`config.mk`:
```
export PLATFORM = sky130hd
export DESIGN_NAME = vtg_top
export DESIGN_NICKNAME = d
export VERILOG_FILES = /design/src/rtl/vtg_pkg.sv /design/src/rtl/vtg_regs.sv /design/src/rtl/vtg_pixdiv.sv /design/src/rtl/vtg_axis.sv /design/src/rtl/vtg_top.sv
export SDC_FILE = /design/constraint.sdc
export NUM_CORES = 1
export LEC_CHECK = 0
export BUFFER_PORTS_ARGS = -buffer_cell sky130_fd_sc_hd__buf_2
export CORE_MARGIN = 10
export CORE_UTILIZATION = 60
export DETAILED_ROUTE_END_ITERATION = 6
export GPL_TIMING_DRIVEN = 0
export HOLD_SLACK_MARGIN = 0.15
export PLACE_DENSITY = 0.76
export SETUP_SLACK_MARGIN = 0.3
export SKIP_LAST_GASP = 1
export SLEW_MARGIN = 25
export SYNTH_ARGS = -nofsm -noshare
export SYNTH_HDL_FRONTEND = slang
export SYNTH_SLANG_ARGS = --single-unit
export TNS_END_PERCENT = 10
```
`constraint.sdc`:
```
create_clock -name clk -period 5.2 [get_ports clk]
set_clock_uncertainty 0.2 [all_clocks]
set_input_delay 0.26 -clock clk [delete_from_list [all_inputs] [get_ports clk]]
set_output_delay 0.26 -clock clk [all_outputs]
set_load 0.005 [all_outputs]
```
`src/rtl/vtg_pkg.sv`:
```
package vtg_pkg;
    typedef enum logic [1:0] {
        PH_SYNC  = 2'd0,
        PH_BACK  = 2'd1,
        PH_ACT   = 2'd2,
        PH_FRONT = 2'd3
    } phase_e;

    localparam int ADDR_CTRL   = 0;
    localparam int ADDR_H0     = 1;
    localparam int ADDR_V0     = 5;
    localparam int ADDR_THR    = 9;
    localparam int ADDR_DIV    = 10;
    localparam int ADDR_STATUS = 11;
    localparam int NUM_PHASES  = 4;
endpackage

```
`src/rtl/vtg_regs.sv`:
```
module vtg_regs
    import vtg_pkg::*;
#(
    parameter int AW   = 4,
    parameter int DW   = 32,
    parameter int CW   = 12,
    parameter int DIVW = 8
) (
    input  logic                              clk,
    input  logic                              rst_n,
    input  logic                              wr_en_i,
    input  logic [AW-1:0]                     wr_addr_i,
    input  logic [DW-1:0]                     wr_data_i,
    input  logic                              frame_evt_i,
    output logic                              run_o,
    output logic [NUM_PHASES-1:0][CW-1:0]     h_len_o,
    output logic [NUM_PHASES-1:0][CW-1:0]     v_len_o,
    output logic [CW-1:0]                     thr_o,
    output logic [DIVW-1:0]                   div_o,
    output logic                              irq_o
);
    typedef struct packed {
        logic                          run;
        logic                          irq_en;
        logic                          frm_en;
        logic [NUM_PHASES-1:0][CW-1:0] h_len;
        logic [NUM_PHASES-1:0][CW-1:0] v_len;
        logic [CW-1:0]                 thr;
        logic [DIVW-1:0]               div;
        logic                          pend;
    } regs_t;

    regs_t regs_d, regs_q;

    always_comb begin
        regs_d = regs_q;
        if (wr_en_i) begin
            if (wr_addr_i == AW'(ADDR_CTRL)) begin
                regs_d.run    = wr_data_i[0];
                regs_d.irq_en = wr_data_i[1];
                regs_d.frm_en = wr_data_i[2];
            end
            for (int i = 0; i < NUM_PHASES; i++) begin
                if (wr_addr_i == AW'(ADDR_H0 + i)) regs_d.h_len[i] = wr_data_i[CW-1:0];
                if (wr_addr_i == AW'(ADDR_V0 + i)) regs_d.v_len[i] = wr_data_i[CW-1:0];
            end
            if (wr_addr_i == AW'(ADDR_THR)) regs_d.thr = wr_data_i[CW-1:0];
            if (wr_addr_i == AW'(ADDR_DIV)) regs_d.div = wr_data_i[DIVW-1:0];
            if (wr_addr_i == AW'(ADDR_STATUS) && wr_data_i[0]) regs_d.pend = 1'b0;
        end
        if (frame_evt_i && regs_q.irq_en && regs_q.frm_en) regs_d.pend = 1'b1;
    end

    always_ff @(posedge clk or negedge rst_n) begin
        if (!rst_n) regs_q <= '0;
        else        regs_q <= regs_d;
    end

    assign run_o   = regs_q.run;
    assign h_len_o = regs_q.h_len;
    assign v_len_o = regs_q.v_len;
    assign thr_o   = regs_q.thr;
    assign div_o   = regs_q.div;
    assign irq_o   = regs_q.pend;
endmodule

```
`src/rtl/vtg_pixdiv.sv`:
```
module vtg_pixdiv #(
    parameter int DIVW = 8
) (
    input  logic            clk,
    input  logic            rst_n,
    input  logic            run_i,
    input  logic [DIVW-1:0] div_i,
    output logic            tick_o
);
    typedef struct packed {
        logic [DIVW-1:0] cnt;
    } div_t;

    div_t div_d, div_q;
    logic tick;

    always_comb begin
        tick  = run_i && (div_q.cnt >= div_i);
        div_d = div_q;
        if (!run_i || tick) div_d.cnt = '0;
        else                div_d.cnt = div_q.cnt + 1'b1;
    end

    always_ff @(posedge clk or negedge rst_n) begin
        if (!rst_n) div_q <= '0;
        else        div_q <= div_d;
    end

    assign tick_o = tick;
endmodule

```
`src/rtl/vtg_axis.sv`:
```
module vtg_axis
    import vtg_pkg::*;
#(
    parameter int CW = 12
) (
    input  logic                          clk,
    input  logic                          rst_n,
    input  logic                          run_i,
    input  logic                          step_i,
    input  logic [NUM_PHASES-1:0][CW-1:0] len_i,
    output phase_e                        phase_o,
    output logic [CW-1:0]                 cnt_o,
    output logic                          wrap_o
);
    typedef struct packed {
        phase_e        phase;
        logic [CW-1:0] cnt;
    } axis_t;

    axis_t axis_d, axis_q;
    logic  last;

    always_comb begin
        last   = axis_q.cnt >= len_i[axis_q.phase];
        axis_d = axis_q;
        if (!run_i) begin
            axis_d.phase = PH_SYNC;
            axis_d.cnt   = '0;
        end else if (step_i) begin
            if (last) begin
                axis_d.cnt   = '0;
                axis_d.phase = phase_e'(axis_q.phase + 2'd1);
            end else begin
                axis_d.cnt = axis_q.cnt + 1'b1;
            end
        end
    end

    always_ff @(posedge clk or negedge rst_n) begin
        if (!rst_n) axis_q <= '{phase: PH_SYNC, cnt: '0};
        else        axis_q <= axis_d;
    end

    assign phase_o = axis_q.phase;
    assign cnt_o   = axis_q.cnt;
    assign wrap_o  = run_i && step_i && last && (axis_q.phase == PH_FRONT);
endmodule

```
`src/rtl/vtg_top.sv`:
```
module vtg_top
    import vtg_pkg::*;
#(
    parameter int AW   = 4,
    parameter int DW   = 32,
    parameter int CW   = 12,
    parameter int DIVW = 8
) (
    input  logic          clk,
    input  logic          rst_n,
    input  logic          wr_en_i,
    input  logic [AW-1:0] wr_addr_i,
    input  logic [DW-1:0] wr_data_i,
    output logic          pix_tick_o,
    output logic          hsync_n_o,
    output logic          vsync_n_o,
    output logic          de_o,
    output logic [CW-1:0] x_o,
    output logic [CW-1:0] y_o,
    output logic          line_match_o,
    output logic          irq_o
);
    logic                          run, tick, h_wrap, v_wrap;
    logic [NUM_PHASES-1:0][CW-1:0] h_len, v_len;
    logic [CW-1:0]                 thr, h_cnt, v_cnt;
    logic [DIVW-1:0]               div;
    phase_e                        h_ph, v_ph;
    logic                          de;

    vtg_regs #(.AW(AW), .DW(DW), .CW(CW), .DIVW(DIVW)) i_regs (
        .clk(clk), .rst_n(rst_n),
        .wr_en_i(wr_en_i), .wr_addr_i(wr_addr_i), .wr_data_i(wr_data_i),
        .frame_evt_i(v_wrap),
        .run_o(run), .h_len_o(h_len), .v_len_o(v_len),
        .thr_o(thr), .div_o(div), .irq_o(irq_o)
    );

    vtg_pixdiv #(.DIVW(DIVW)) i_div (
        .clk(clk), .rst_n(rst_n), .run_i(run), .div_i(div), .tick_o(tick)
    );

    vtg_axis #(.CW(CW)) i_h (
        .clk(clk), .rst_n(rst_n), .run_i(run), .step_i(tick), .len_i(h_len),
        .phase_o(h_ph), .cnt_o(h_cnt), .wrap_o(h_wrap)
    );

    vtg_axis #(.CW(CW)) i_v (
        .clk(clk), .rst_n(rst_n), .run_i(run), .step_i(h_wrap), .len_i(v_len),
        .phase_o(v_ph), .cnt_o(v_cnt), .wrap_o(v_wrap)
    );

    always_comb begin
        de           = run && (h_ph == PH_ACT) && (v_ph == PH_ACT);
        de_o         = de;
        hsync_n_o    = !(run && (h_ph == PH_SYNC));
        vsync_n_o    = !(run && (v_ph == PH_SYNC));
        x_o          = de ? h_cnt : '0;
        y_o          = de ? v_cnt : '0;
        pix_tick_o   = tick;
        line_match_o = tick && (h_ph == PH_SYNC) && (h_cnt == '0)
                       && (v_ph == PH_ACT) && (v_cnt == thr);
    end
endmodule

```
# Word-level counts from Yosys, hierarchy flattened
# Cells that the tools add are included.
# totals
ff_bits	156
elab_cells	109
# classes
add_sub_neg	5
magnitude_cmp	5
eq_ne	20
muxes	18
n_reduce_logical	42
# ops
operator	count
12-bit two-way mux	6
14-bit two-way mux	4
12-bit binary-select mux with 2-bit select	2
2-bit AND reduction	14
12-bit by 1-bit adder with 12-bit output (second input constant)	2
12-bit greater-or-equal comparator	2
1-bit logical AND	18
4-bit by 3-bit == test with 1-bit output (second input constant)	4
4-bit == test (second input constant)	4
12-bit == test	1
12-bit zero test	1
8-bit by 1-bit adder with 8-bit output (second input constant)	1
2-bit == test (second input constant)	4
4-bit by 2-bit == test with 1-bit output (second input constant)	2
8-bit greater-or-equal comparator	1
8-bit two-way mux	1
2-bit by 1-bit inequality test with 1-bit output (second input constant)	4
2-bit by 3-bit less-than comparator with 1-bit output (second input constant)	2
2-bit by 1-bit adder with 2-bit output (second input constant)	2
4-bit by 1-bit == test with 1-bit output (second input constant)	1
2-bit zero test	2
4-bit zero test	1
2-bit two-way mux	2
2-bit nonzero test	2
3 further kinds	7

# Longest topological paths before layout
# Gate-level depths: netlist of the first run.
# depth
word_depth	12
mapped_depth	12

# Cells and area by module
# From an unflattened synthesis of the first run, not the netlist that was laid out.
# unflattened
cells_unflattened	772
hier_area_um2	9180.1
# modules_own_cells
module	instances	cells_per_inst	area_per_inst_um2	seq_area_each_um2
vtg_regs	1	394	5476.5	3002.9
vtg_axis at i_v	1	131	1367.6	350.3
vtg_axis at i_h	1	133	1365.1	350.3
vtg_pixdiv	1	59	578.1	200.2
vtg_top	1	55	392.9	0.0

# Worst setup path before layout of the first run
# OpenSTA, ideal clock, no wires.
# synth_timing
path_kind	reg2reg
from	register i_h.axis_q, in the netlist i_h.phase_o[0]
to	register i_v.axis_q, in the netlist i_v.cnt_o[11]
arrival_time_ns	3.635
t_required_ns	4.921
path_slack_ns	1.286
stages_incl_launch_ff	11
path_buffers	2
synth_period_minus_slack_ns	3.914
path_cell_list	dfrtp_1 -> clkbuf_1 -> buf_1 -> mux4_2 -> ha_1 -> nand2b_1 -> a2111oi_0 -> or4_4 -> a211o_1 -> or4_1 -> a21oi_1
# synth_via
elab_chain_cells	6
# synth_rtl
element	line	source
start, declared	vtg_axis.sv:20	axis_t axis_d, axis_q;
start signal, assigned	vtg_axis.sv:40	if (!rst_n) axis_q <= '{phase: PH_SYNC, cnt: '0};
start signal, assigned	vtg_axis.sv:41	else axis_q <= axis_d;
12-bit binary-select mux with 2-bit select	vtg_axis.sv:24	last = axis_q.cnt >= len_i[axis_q.phase];
12-bit two-way mux (not written as such)	vtg_axis.sv:24	
12-bit greater-or-equal comparator	vtg_axis.sv:24	
1-bit logical AND	vtg_axis.sv:46	assign wrap_o = run_i && step_i && last && (axis_q.phase == PH_FRONT);
1-bit logical AND (*)	vtg_axis.sv:46	
2-bit by 1-bit inequality test with 1-bit output (no source line) (*)	--	
end signal, assigned	vtg_axis.sv:40	
end signal, assigned	vtg_axis.sv:41	
end, declared	vtg_axis.sv:20	
# Mark *: on every way between the ends. The rest lies on a longest branch, timed or not. The select of a mux whose other input is x is not followed.
# A chain may end at the register's enable or synchronous reset.

# Worst setup path after layout of the first run
# layout_timing
from	register i_h.axis_q, in the netlist i_h.phase_o[0]
to	register i_v.axis_q, in the netlist i_v.cnt_o[6]
# Same word-level chain as after synthesis.

==> results.sh, run 1 <==
export IMPL_wl_met3_um=1147
export IMPL_min_period_over_period=0.8285
export IMPL_drc=0
export IMPL_worst_setup_path_type="register to register"
export IMPL_drive_above_1_share=0.2837
export IMPL_portBuffers=43
export IMPL_post_synth_and_or_nand_nor_area_fraction=0.1084
export IMPL_final_cells=948
export IMPL_r2r_start="i_h.phase_o[0]$_DFFE_PN0P_"
export IMPL_reg2reg_to="i_v.cnt_o[6]$_DFFE_PN0P_"
export IMPL_ys_seq_area_frac=0.4803
export IMPL_setup_viol=0
export IMPL_async_flop_share=1.000
export IMPL_hold_violations=0
export IMPL_p_total_mw=3.408
export IMPL_cts_setup_buffers=0
export IMPL_synth_distinct_cells=47
export IMPL_start_util=0.6138
export IMPL_yosys_register_bits=156
export IMPL_synthAdderAreaFrac=0.06466
export IMPL_grt_pass1_vias=5813
export IMPL_layout_commonest_cell="dfrtp_1"
export IMPL_syn_area_per_cell_um2=11.97
export IMPL_highest_signal_layer="met4"
export IMPL_vias=5700
export IMPL_rsz0062_at_grt="false"
export IMPL_synth_warnings=0
export IMPL_via_per_inst=6.013
export IMPL_slew_headroom=0.4425
export IMPL_power_density_nw_per_um2=363.3
export IMPL_antenna_found_initial=0
export IMPL_ir_worst_vdd_uv=239.7
export IMPL_globalplace_congestion=0.9054
export IMPL_timing_fmax_mhz=232.1
export IMPL_synthFlopType="dfrtp_1"
export IMPL_synth_xor_area_share=0.03233
export IMPL_drt_pass1_iterations=5
export IMPL_antenna_left=0
export IMPL_r2r_setup_slack_ns=0.89
export IMPL_start_kind="register"
export IMPL_arrival_ns=4.43
export IMPL_synthMuxAreaShare=0.2266
export IMPL_fin_crit_ns=4.308
export IMPL_dpl_hpwl_um=13530
export IMPL_synth_compound_area_share=0.05034
export IMPL_first_iter_violations=394
export IMPL_wl_met2_um=9083
export IMPL_worstRegToRegCells=10
export IMPL_hold_start="wr_data_i[3]"
export IMPL_cts_path_max_buffers=2
export IMPL_core_um2=13240
export IMPL_routed_wl_um=19220
export IMPL_syn_instance_count=679
export IMPL_synth_edf_count=0
export IMPL_synth_nets=760
export IMPL_htree_levels=4
export IMPL_track_usage=0.2175
export IMPL_die_area_um2=18600
export IMPL_clk_latency_ns=0.42
export IMPL_end_kind="register"
export IMPL_fillCellCount=923
export IMPL_dp_slack_ns=0.5561
export IMPL_detail_route_wl_per_cell_um=20.27
export IMPL_grt_overflow_total=0
export IMPL_worstMarginPinSlew_ns=0.8362
export IMPL_synth_top_family_by_area="multiplexers"
export IMPL_hp_class="input pin to register"
export IMPL_fin_setup_tns_ns=0
export IMPL_die_h_um=136.4
export IMPL_die_w_um=136.4
export IMPL_clk_pin_slew_worst_paths_ns=0.06
export IMPL_cts_buffers=17
export IMPL_fin_area_um2=9380
export IMPL_synthesis_area_um2=8128
export IMPL_drt_met1_wl_um=8588
export IMPL_n_antenna_cell=0
export IMPL_hold_depth=3
export IMPL_fin_nets=840
export IMPL_grt_pass1_wl_um=31310
export IMPL_area_growth_pct=15.41
export IMPL_tritoncts="done"
export IMPL_cp_max_fo=10
export IMPL_maxCapViolations=0
export IMPL_dpl_cell_area_um2=8601
export IMPL_final_cell_mix="156 x dfrtp_1, 112 x mux2_2, 42 x inv_1, 42 x ha_1, 42 x buf_2"
export IMPL_io_pins=69
export IMPL_status="finished, final reports clean"
export IMPL_p_leak_nw=4.304
export IMPL_drv_slew=0
export IMPL_grt_max_degree=94
export IMPL_dp_cells=899
export IMPL_layout_setup_ws_ns=0.8920
export IMPL_required_ns=5.32
export IMPL_min_to="i_regs.div_o[3]$_DFFE_PN0P_"
export IMPL_cts_root_buf="clkbuf_16"
export IMPL_cts_sinks=156
export IMPL_num_rows=42
## worst max-delay path, stage by stage, from the launching register on
cell and delay, ns:
dfrtp_1 0.36, clkbuf_1 0.35, clkbuf_2 0.45, mux4_2 0.63, ha_1 0.29, nand2b_1 0.09, a2111oi_0 0.09, or4_4 0.55
a211oi_2 0.59, nand2_1 0.27, o32ai_1 0.33
## how the worst max path moves through the flow
stage | slack [ns] | end | start
2_1_floorplan | 1.29 | i_v.cnt_o[11]$_DFFE_PN0P_ | i_h.phase_o[0]$_DFFE_PN0P_
3_3_place_gp | 0.59 | i_v.cnt_o[6]$_DFFE_PN0P_ | i_h.phase_o[0]$_DFFE_PN0P_
3_5_place_dp | 0.56 | i_v.cnt_o[6]$_DFFE_PN0P_ | i_h.phase_o[0]$_DFFE_PN0P_
4_1_cts | 0.55 | i_v.cnt_o[6]$_DFFE_PN0P_ | i_h.phase_o[0]$_DFFE_PN0P_
5_1_grt | 0.41 | i_v.cnt_o[11]$_DFFE_PN0P_ | i_v.phase_o[0]$_DFFE_PN0P_
6_report | 0.89 | i_v.cnt_o[6]$_DFFE_PN0P_ | i_h.phase_o[0]$_DFFE_PN0P_
## through the flow
stage,hold WS (ns),util
after floorplan,-0.2356,-
after global placement,0.2819,0.6466
after detailed placement,0.04631,0.6495
after CTS,0.1519,0.7082
after global routing,0.2218,0.7083
final,0.1473,0.7083
## cells in the mapped netlist, types with 13 or more instances
library cell / count / area share
and2_1: 25 / 0.019
clkbuf_1: 28 / 0.013
dfrtp_1: 156 / 0.48
ha_1: 42 / 0.065
inv_1: 42 / 0.019
mux2_2: 112 / 0.16
mux4_2: 24 / 0.067
nand2_1: 29 / 0.013
nand3_1: 22 / 0.014
nand4_1: 13 / 0.010
nor2_1: 35 / 0.016
o21ai_0: 22 / 0.014
xor2_1: 27 / 0.029
## layout make-up
type,count,area [um^2],share of cell area
clock buffer,24,501.7,0.05349
tap,176,220.2,0.02348
buffer,37,143.9,0.01534
timing repair buffer,61,422.9,0.04508
clock inverter,8,106.4,0.01134
inverter,43,161.4,0.01721
sequential,156,3904,0.4162
multi-input combinational,443,3920,0.4179
## where the power goes
part	switching [mW]	total, mW	internal (mW)
registers	0.125	1.56	1.44
logic	0.280	0.590	0.309
clock network	0.483	1.26	0.773
total	0.888	3.41	2.52
## routing by layer
metal,up-vias,GRT usage
met5,-,0
met4,0,0.08107
met3,38,0.05387
met2,184,0.3375
met1,2904,0.2898
li1,2574,-
## cell families after synthesis
| family | Yosys count |
|---|---|
| buffers and inverters | 80 |
| flip-flops | 156 |
| multiplexers | 140 |
| AO/OA/AOI/OAI | 63 |
| adder cells (fa/ha/maj) | 42 |
| AND/OR/NAND/NOR | 168 |
| XOR/XNOR | 30 |
## sequential cells by signal (all words and copies together), names as in the netlist
register / cells
i_v.phase_o: 2
i_regs.thr_o: 12
i_regs.irq_o: 1
i_h.cnt_o: 12
i_regs.v_len_o: 48
i_regs.run_o: 1
i_regs.regs_q: 2
i_regs.h_len_o: 48
i_v.cnt_o: 12
i_h.phase_o: 2
i_regs.div_o: 8
i_div.div_q: 8
## what timing repair did
action | 4_1_cts | 5_1_grt
resized for setup | 0 | 2
hold endpoints to repair | 223 | 0
endpoints found under the setup margin | 0 | 2
hold buffers | 17 | 0
Power figures use the tool's default switching activity.
==> run 2: changes to the inputs <==
ABC_AREA = 1   (was unset)
clock period = 4.2 ns   (was 5.2 ns; I/O delays follow)
==> run 2 against run 1 <==
Wire length is 18% higher. Worst setup slack got worse by 0.13 ns. Sequential share of layout area decreased by 0.75 points. Critical endpoint is now x_o[9]. Critical path type is now register to output pin.
==> results.sh, run 2 <==
export IMPL_status="finished, final reports clean"
export IMPL_drv_slew=0
export IMPL_synth_edf_count=0
export IMPL_ys_seq_area_frac=0.4786
export IMPL_setup_viol=0
export IMPL_grt_overflow_total=0
export IMPL_layout_commonest_cell="nand2_1"
export IMPL_syn_instance_count=996
export IMPL_grt_pass1_wl_um=36580
export IMPL_min_period_over_period=0.8190
export IMPL_yosysMostFrequentCell="nand2_1"
export IMPL_cts_root_buf="clkbuf_16"
export IMPL_async_flop_share=1.000
export IMPL_end_kind="output pin"
export IMPL_first_iter_violations=916
export IMPL_fin_area_um2=9553
export IMPL_cts_path_max_buffers=2
export IMPL_area_growth_pct=17.12
export IMPL_fin_crit_ns=3.440
export IMPL_cp_max_fo=11
export IMPL_r2r_setup_slack_ns=0.84
export IMPL_clkPwrFrac=0.366
export IMPL_start_util=0.6135
export IMPL_critPathBufInv=5
export IMPL_ir_worst_vdd_uv=251.1
export IMPL_timing_fmax_mhz=290.7
export IMPL_dp_cells=1221
export IMPL_holdWs_ns=0.1495
export IMPL_tritoncts="done"
export IMPL_crit_path_max_incr_delay_ns=0.51
export IMPL_hp_class="input pin to async pin"
export IMPL_cts_buffers=17
export IMPL_routed_wl_um=22730
export IMPL_final_cell_mix="269 x nand2_1, 156 x dfrtp_1, 139 x o21ai_0, 86 x inv_1, 74 x nor2_1"
export IMPL_cts_sinks=156
export IMPL_drive_above_1_share=0.09727
export IMPL_dpl_hpwl_um=16080
export IMPL_fin_setup_tns_ns=0
export IMPL_yosys_register_bits=156
export IMPL_yosys_top_cells_count="269 x nand2_1, 156 x dfrtp_1, 139 x o21ai_0, 86 x inv_1, 74 x nor2_1"
export IMPL_crit_top_cell="clkbuf_1"
export IMPL_antenna_left=0
export IMPL_start_kind="register"
export IMPL_via_per_inst=5.751
export IMPL_die_area_um2=18660
export IMPL_p_int_mw=3.259
export IMPL_hold_violations=0
export IMPL_cp_cell_sequence="clkbuf_1 -> inv_2 -> clkbuf_1 -> ha_1 -> nand3_1 -> clkbuf_1 -> nor2_1 -> buf_2"
export IMPL_p_leak_nw=4.640
export IMPL_n_antenna_cell=0
export IMPL_final_cells=1276
export IMPL_synth_distinct_cells=39
export IMPL_globalplace_congestion=0.8888
export IMPL_portBuffers=48
export IMPL_rsz0062_at_grt="false"
export IMPL_required_ns=3.79
export IMPL_grt_pass1_vias=6832
export IMPL_synth_area_leader_cell="dfrtp_1"
export IMPL_io_pins=69
export IMPL_dpl_cell_area_um2=8655
export IMPL_p_sw_frac=0.3134
export IMPL_clk_latency_ns=0.43
export IMPL_syn_area_per_cell_um2=8.189
export IMPL_arrival_ns=3.03
export IMPL_synth_nets=1077
export IMPL_worst_setup_path_type="register to output pin"
export IMPL_drt_pass1_iterations=6
export IMPL_die_h_um=136.6
export IMPL_synthesis_area_um2=8157
export IMPL_slowest_stage="clkbuf_1"
export IMPL_detail_route_wl_per_cell_um=17.81
export IMPL_vias=7338
export IMPL_p_seq_frac=0.405
export IMPL_pwr_share_comb=0.229
export IMPL_crit_family="buffers and inverters"
export IMPL_drc=0
export IMPL_ctsResizeCount=0
export IMPL_synth_top_cell_area_share=0.4786
export IMPL_p_sw_mw=1.487
export IMPL_cts_setup_buffers=0
export IMPL_core_um2=13300
export IMPL_dp_slack_ns=0.9066
export IMPL_p_total_mw=4.746
export IMPL_htree_levels=4
export IMPL_synth_warnings=0
export IMPL_die_w_um=136.6
export IMPL_track_usage=0.2507
export IMPL_fin_nets=1168
export IMPL_power_density_nw_per_um2=496.8
export IMPL_grt_max_degree=84
export IMPL_antenna_found_initial=0
export IMPL_worstMarginPinSlew_ns=0.6429
export IMPL_maxCapViolations=0
export IMPL_postLayoutCoreUtil=0.7185
export IMPL_layout_setup_ws_ns=0.7603
export IMPL_synthFlopType="dfrtp_1"
export IMPL_clk_pin_slew_worst_paths_ns=0.06
export IMPL_num_rows=42
export IMPL_synthTopCellsByArea="dfrtp_1 48%, nand2_1 12%, o21ai_0 8.5%"
export IMPL_slew_headroom=0.5714
==> run 2: area by class of cell <==
type,instances,area [um^2]
fillers,1043,3742
clock inverters,13,215.2
well taps,176,220.2
inverters,91,341.6
repair buffers,72,508.0
clock buffers,19,452.9
plain buffers,42,186.4
multi-input cells,707,3725
flip-flops and latches,156,3904
==> run 2: per-layer routing <==
| metal | routed length [um] | global-route usage |
|---|---|---|
| met4 | 593 | 0.09290 |
| met3 | 1859 | 0.05315 |
| met5 | 0 | 0 |
| met1 | 10130 | 0.3554 |
| met2 | 10140 | 0.3694 |
==> run 2: path summary, 6_finish.rpt <==
check / startpoint / endpoint / cells after the start
worst max-delay path: i_v.phase_o[0]$_DFFE_PN0P_ / x_o[9] / 8
worst min-delay path: rst_n / i_regs.thr_o[7]$_DFFE_PN0P_ / 2
worst max register to register: i_v.phase_o[0]$_DFFE_PN0P_ / i_v.cnt_o[7]$_DFFE_PN0P_ / 15
worst min register to register: i_regs.v_len_o[24]$_DFFE_PN0P_ / i_regs.v_len_o[24]$_DFFE_PN0P_ / 2
max in group asynchronous: rst_n / i_regs.h_len_o[10]$_DFFE_PN0P_ / 3
min in group clk: i_regs.v_len_o[24]$_DFFE_PN0P_ / i_regs.v_len_o[24]$_DFFE_PN0P_ / 2
==> run 2: kinds of logic after synthesis <==
group / count (synthesis) / synth area share
AOI/OAI and AO/OA: 225 / 0.1562
xor gates and xnor gates: 15 / 0.01611
adders and majority gates: 42 / 0.06443
buffers and inverters: 133 / 0.06473
DFF: 156 / 0.4786
and+or+nand+nor: 425 / 0.2200
==> run 2: worst reg2reg max path: stages, from the launching register on <==
cell and delay, ns:
dfrtp_1 0.39, clkbuf_1 0.24, inv_2 0.17, clkbuf_1 0.51, nand2_1 0.10, a32o_1 0.26, ha_1 0.30, nand2_1 0.08
inv_1 0.04, o21bai_1 0.11, nand2_1 0.07, a21oi_1 0.17, nand3_1 0.29, nor2_1 0.18, nand3_1 0.08, o21ai_0 0.09
==> run 2: repair_timing <==
action / in CTS / in global routing
setup endpoints to repair: 0 / 0
hold buffers: 23 / 0
endpoints found under the hold margin: 260 / 0
==> run 2: power groups by stage <==
stage | logic (mW) | clock network (mW) | registers [mW]
global placement | 1.01 | 0 | 1.93
floorplan | 0.758 | 0 | 1.89
global route | 1.24 | 1.79 | 1.95
finish | 1.09 | 1.74 | 1.92
CTS | 1.08 | 1.73 | 1.91
detailed placement | 1.06 | 0 | 1.93
==> run 3: changes to the inputs <==
CORE_UTILIZATION = 54   (was 60)
PLACE_DENSITY = 0.72   (was 0.76)
clock period = 3.1 ns   (was 4.2 ns; I/O delays follow)
==> run 3 against run 2 <==
Clock power rose by 29%. Combinational power grew 58%. Largest cell class unchanged. Register-to-register slack lost 0.54 ns. Critical path type is now register to register. Die area rose by 9.4%. Sequential share of layout area shrank 1.9 points. Utilization is 3.4 points lower. Hold slack improved by 0.14 ns. Wire length rose by 3.9%.
==> results.sh, run 3 (synthesis gave the netlist of run 2 again) <==
export IMPL_highest_signal_layer="met4"
export IMPL_routed_wl_um=23610
export IMPL_cts_path_max_buffers=2
export IMPL_final_cells=1310
export IMPL_die_h_um=142.9
export IMPL_hold_depth=2
export IMPL_min_period_over_period=0.9036
export IMPL_r2r_setup_slack_ns=0.30
export IMPL_fin_crit_ns=2.801
export IMPL_p_sw_mw=2.059
export IMPL_crit_path_max_incr_delay_ns=0.39
export IMPL_tritoncts="done"
export IMPL_first_iter_violations=814
export IMPL_p_int_mw=4.516
export IMPL_arrival_ns=2.90
export IMPL_p_sw_frac=0.3132
export IMPL_critPathBufInv=4
export IMPL_dp_slack_ns=-0.2741
export IMPL_status="finished, final reports clean"
export IMPL_wl_met2_um=10790
export IMPL_cp_cell_sequence="buf_8 -> buf_8 -> nand2_1 -> a32o_2 -> ha_4 -> nand2_4 -> nor2_4 -> inv_1 -> nor2_2 -> nand2_2 -> nand2_4 -> nand4_4 -> nand2_4 -> clkbuf_16 -> o21ai_0"
export IMPL_slowest_stage="dfrtp_1"
export IMPL_timing_fmax_mhz=357.0
export IMPL_layout_setup_ws_ns=0.2988
export IMPL_hp_class="register to register"
export IMPL_end_kind="register"
export IMPL_wl_met3_um=1752
export IMPL_hold_start="i_regs.v_len_o[12]$_DFFE_PN0P_"
export IMPL_final_cell_mix="266 x nand2_1, 154 x dfrtp_1, 138 x o21ai_0, 84 x inv_1, 72 x nor2_1"
export IMPL_clk_pin_slew_worst_paths_ns=0.06
export IMPL_num_rows=44
export IMPL_area_growth_pct=22.96
export IMPL_worst_setup_path_type="register to register"
export IMPL_portBuffers=48
export IMPL_globalplace_congestion=0.8753
export IMPL_grt_overflow_total=0
export IMPL_io_pins=69
export IMPL_die_area_um2=20420
export IMPL_drv_slew=0
export IMPL_fin_setup_tns_ns=0
export IMPL_reg2reg_to="i_v.cnt_o[6]$_DFFE_PN0P_"
export IMPL_slew_headroom=0.5926
export IMPL_vias=7445
export IMPL_min_to="i_regs.v_len_o[12]$_DFFE_PN0P_"
export IMPL_dp_cells=1229
export IMPL_multi_input_area_um2=3829
export IMPL_drt_pass1_iterations=6
export IMPL_setup_viol=0
export IMPL_clkPwrFrac=0.341
export IMPL_cts_buffers=17
export IMPL_start_util=0.5570
export IMPL_layout_commonest_cell="nand2_1"
export IMPL_holdWs_ns=0.2874
export IMPL_antenna_found_initial=0
export IMPL_hold_violations=0
export IMPL_fin_nets=1195
export IMPL_rsz0062_at_grt="true"
export IMPL_required_ns=3.20
export IMPL_fillCellCount=1157
export IMPL_p_leak_nw=4.894
export IMPL_cts_root_buf="clkbuf_16"
export IMPL_p_seq_frac=0.397
export IMPL_cp_max_fo=10
export IMPL_dpl_hpwl_um=16240
export IMPL_worstMarginPinSlew_ns=0.6110
export IMPL_maxCapViolations=0
export IMPL_grt_pass1_wl_um=37150
export IMPL_track_usage=0.2292
export IMPL_grt_max_degree=86
export IMPL_crit_family="simple AND/OR/NAND/NOR gates"
export IMPL_p_total_mw=6.575
export IMPL_n_antenna_cell=0
export IMPL_clk_latency_ns=0.42
export IMPL_grt_pass1_vias=7049
export IMPL_detail_route_wl_per_cell_um=18.02
export IMPL_antenna_left=0
export IMPL_r2r_start="i_h.phase_o[0]$_DFFE_PN0P_"
export IMPL_pwr_share_comb=0.262
export IMPL_core_um2=14640
export IMPL_power_density_nw_per_um2=655.5
export IMPL_worstRegToRegCells=15
export IMPL_die_w_um=142.9
export IMPL_ir_worst_vdd_uv=396.6
export IMPL_start_kind="register"
export IMPL_drt_met1_wl_um=10690
export IMPL_final_seq_area_um2=3906
export IMPL_via_per_inst=5.683
export IMPL_crit_top_cell="nand2_4"
export IMPL_drive_above_1_share=0.1483
export IMPL_htree_levels=4
export IMPL_cts_sinks=156
export IMPL_drc=0
run 3: cell count changes in the layout (fill, tap and decap cells not counted), sizes merged:
cell,before,now
buf,61,92
clkbuf,49,43
dlygate4sd3,23,25
bufinv,5,4
clkinvlp,4,3
inv,90,91
run 3: stage by stage:
stage | util | area (um^2)
2_1_floorplan | - | 8157
3_3_place_gp | 0.5891 | 8627
3_5_place_dp | 0.5917 | 8665
4_1_cts | 0.6622 | 9697
5_1_grt | 0.6849 | 10030
6_report | 0.6849 | 10030
run 3: worst reg2reg max path: stages, from the launching register on:
cell,delay [ns]
dfrtp_1,0.39
buf_8,0.18
buf_8,0.15
nand2_1,0.07
a32o_2,0.30
ha_4,0.29
nand2_4,0.06
nor2_4,0.10
inv_1,0.06
nor2_2,0.14
nand2_2,0.09
nand2_4,0.10
nand4_4,0.15
nand2_4,0.17
clkbuf_16,0.16
o21ai_0,0.06
run 3: power by group through the flow:
| stage | registers, mW | clock network [mW] | logic [mW] |
|---|---|---|---|
| finish | 2.61 | 2.24 | 1.72 |
| global route | 2.64 | 2.33 | 1.92 |
| CTS | 2.60 | 2.25 | 1.52 |
| detailed placement | 2.62 | 0 | 1.43 |
| global placement | 2.62 | 0 | 1.37 |
| floorplan | 2.55 | 0 | 1.03 |
run 3: how the worst max path moves through the flow:
stage	startpoint	endpoint	depth (start not counted)	slack [ns]
after global placement	rst_n	i_regs.h_len_o[41]$_DFFE_PN0P_	1	-0.68
after CTS	i_v.phase_o[0]$_DFFE_PN0P_	i_v.cnt_o[8]$_DFFE_PN0P_	16	0.30
after detailed placement	i_v.phase_o[0]$_DFFE_PN0P_	i_v.cnt_o[1]$_DFFE_PN0P_	15	-0.27
after global routing	i_h.phase_o[0]$_DFFE_PN0P_	i_v.cnt_o[6]$_DFFE_PN0P_	15	0.22
after floorplan	i_h.phase_o[0]$_DFFE_PN0P_	i_v.cnt_o[3]$_DFFE_PN0P_	17	0.36
final	i_h.phase_o[0]$_DFFE_PN0P_	i_v.cnt_o[6]$_DFFE_PN0P_	15	0.30
run 3: timing repair:
action,in CTS,in global routing
hold buffers,25,0
setup buffers,6,15
endpoints found under the setup margin,55,41
pin swaps,5,15
gates resized for setup,41,51
gates cloned,0,4
hold endpoints to repair,275,0
run 3: layer usage:
| layer | up-vias | global-route usage |
|---|---|---|
| li1 | 3537 | - |
| met1 | 3547 | 0.3185 |
| met2 | 323 | 0.3533 |
| met3 | 38 | 0.05174 |
| met4 | 0 | 0.06080 |
| met5 | - | 0 |
run 3: layout make-up:
class                   count  share of cell area
plain buffers              42             0.03069
clock inverters            11             0.01659
well taps                 184             0.02295
multi-input cells         707              0.3817
repair inverters            1           0.0008733
inverters                  91             0.03630
clock buffers              20             0.04653
repair buffers             98             0.07485
flip-flops and latches    156              0.3895
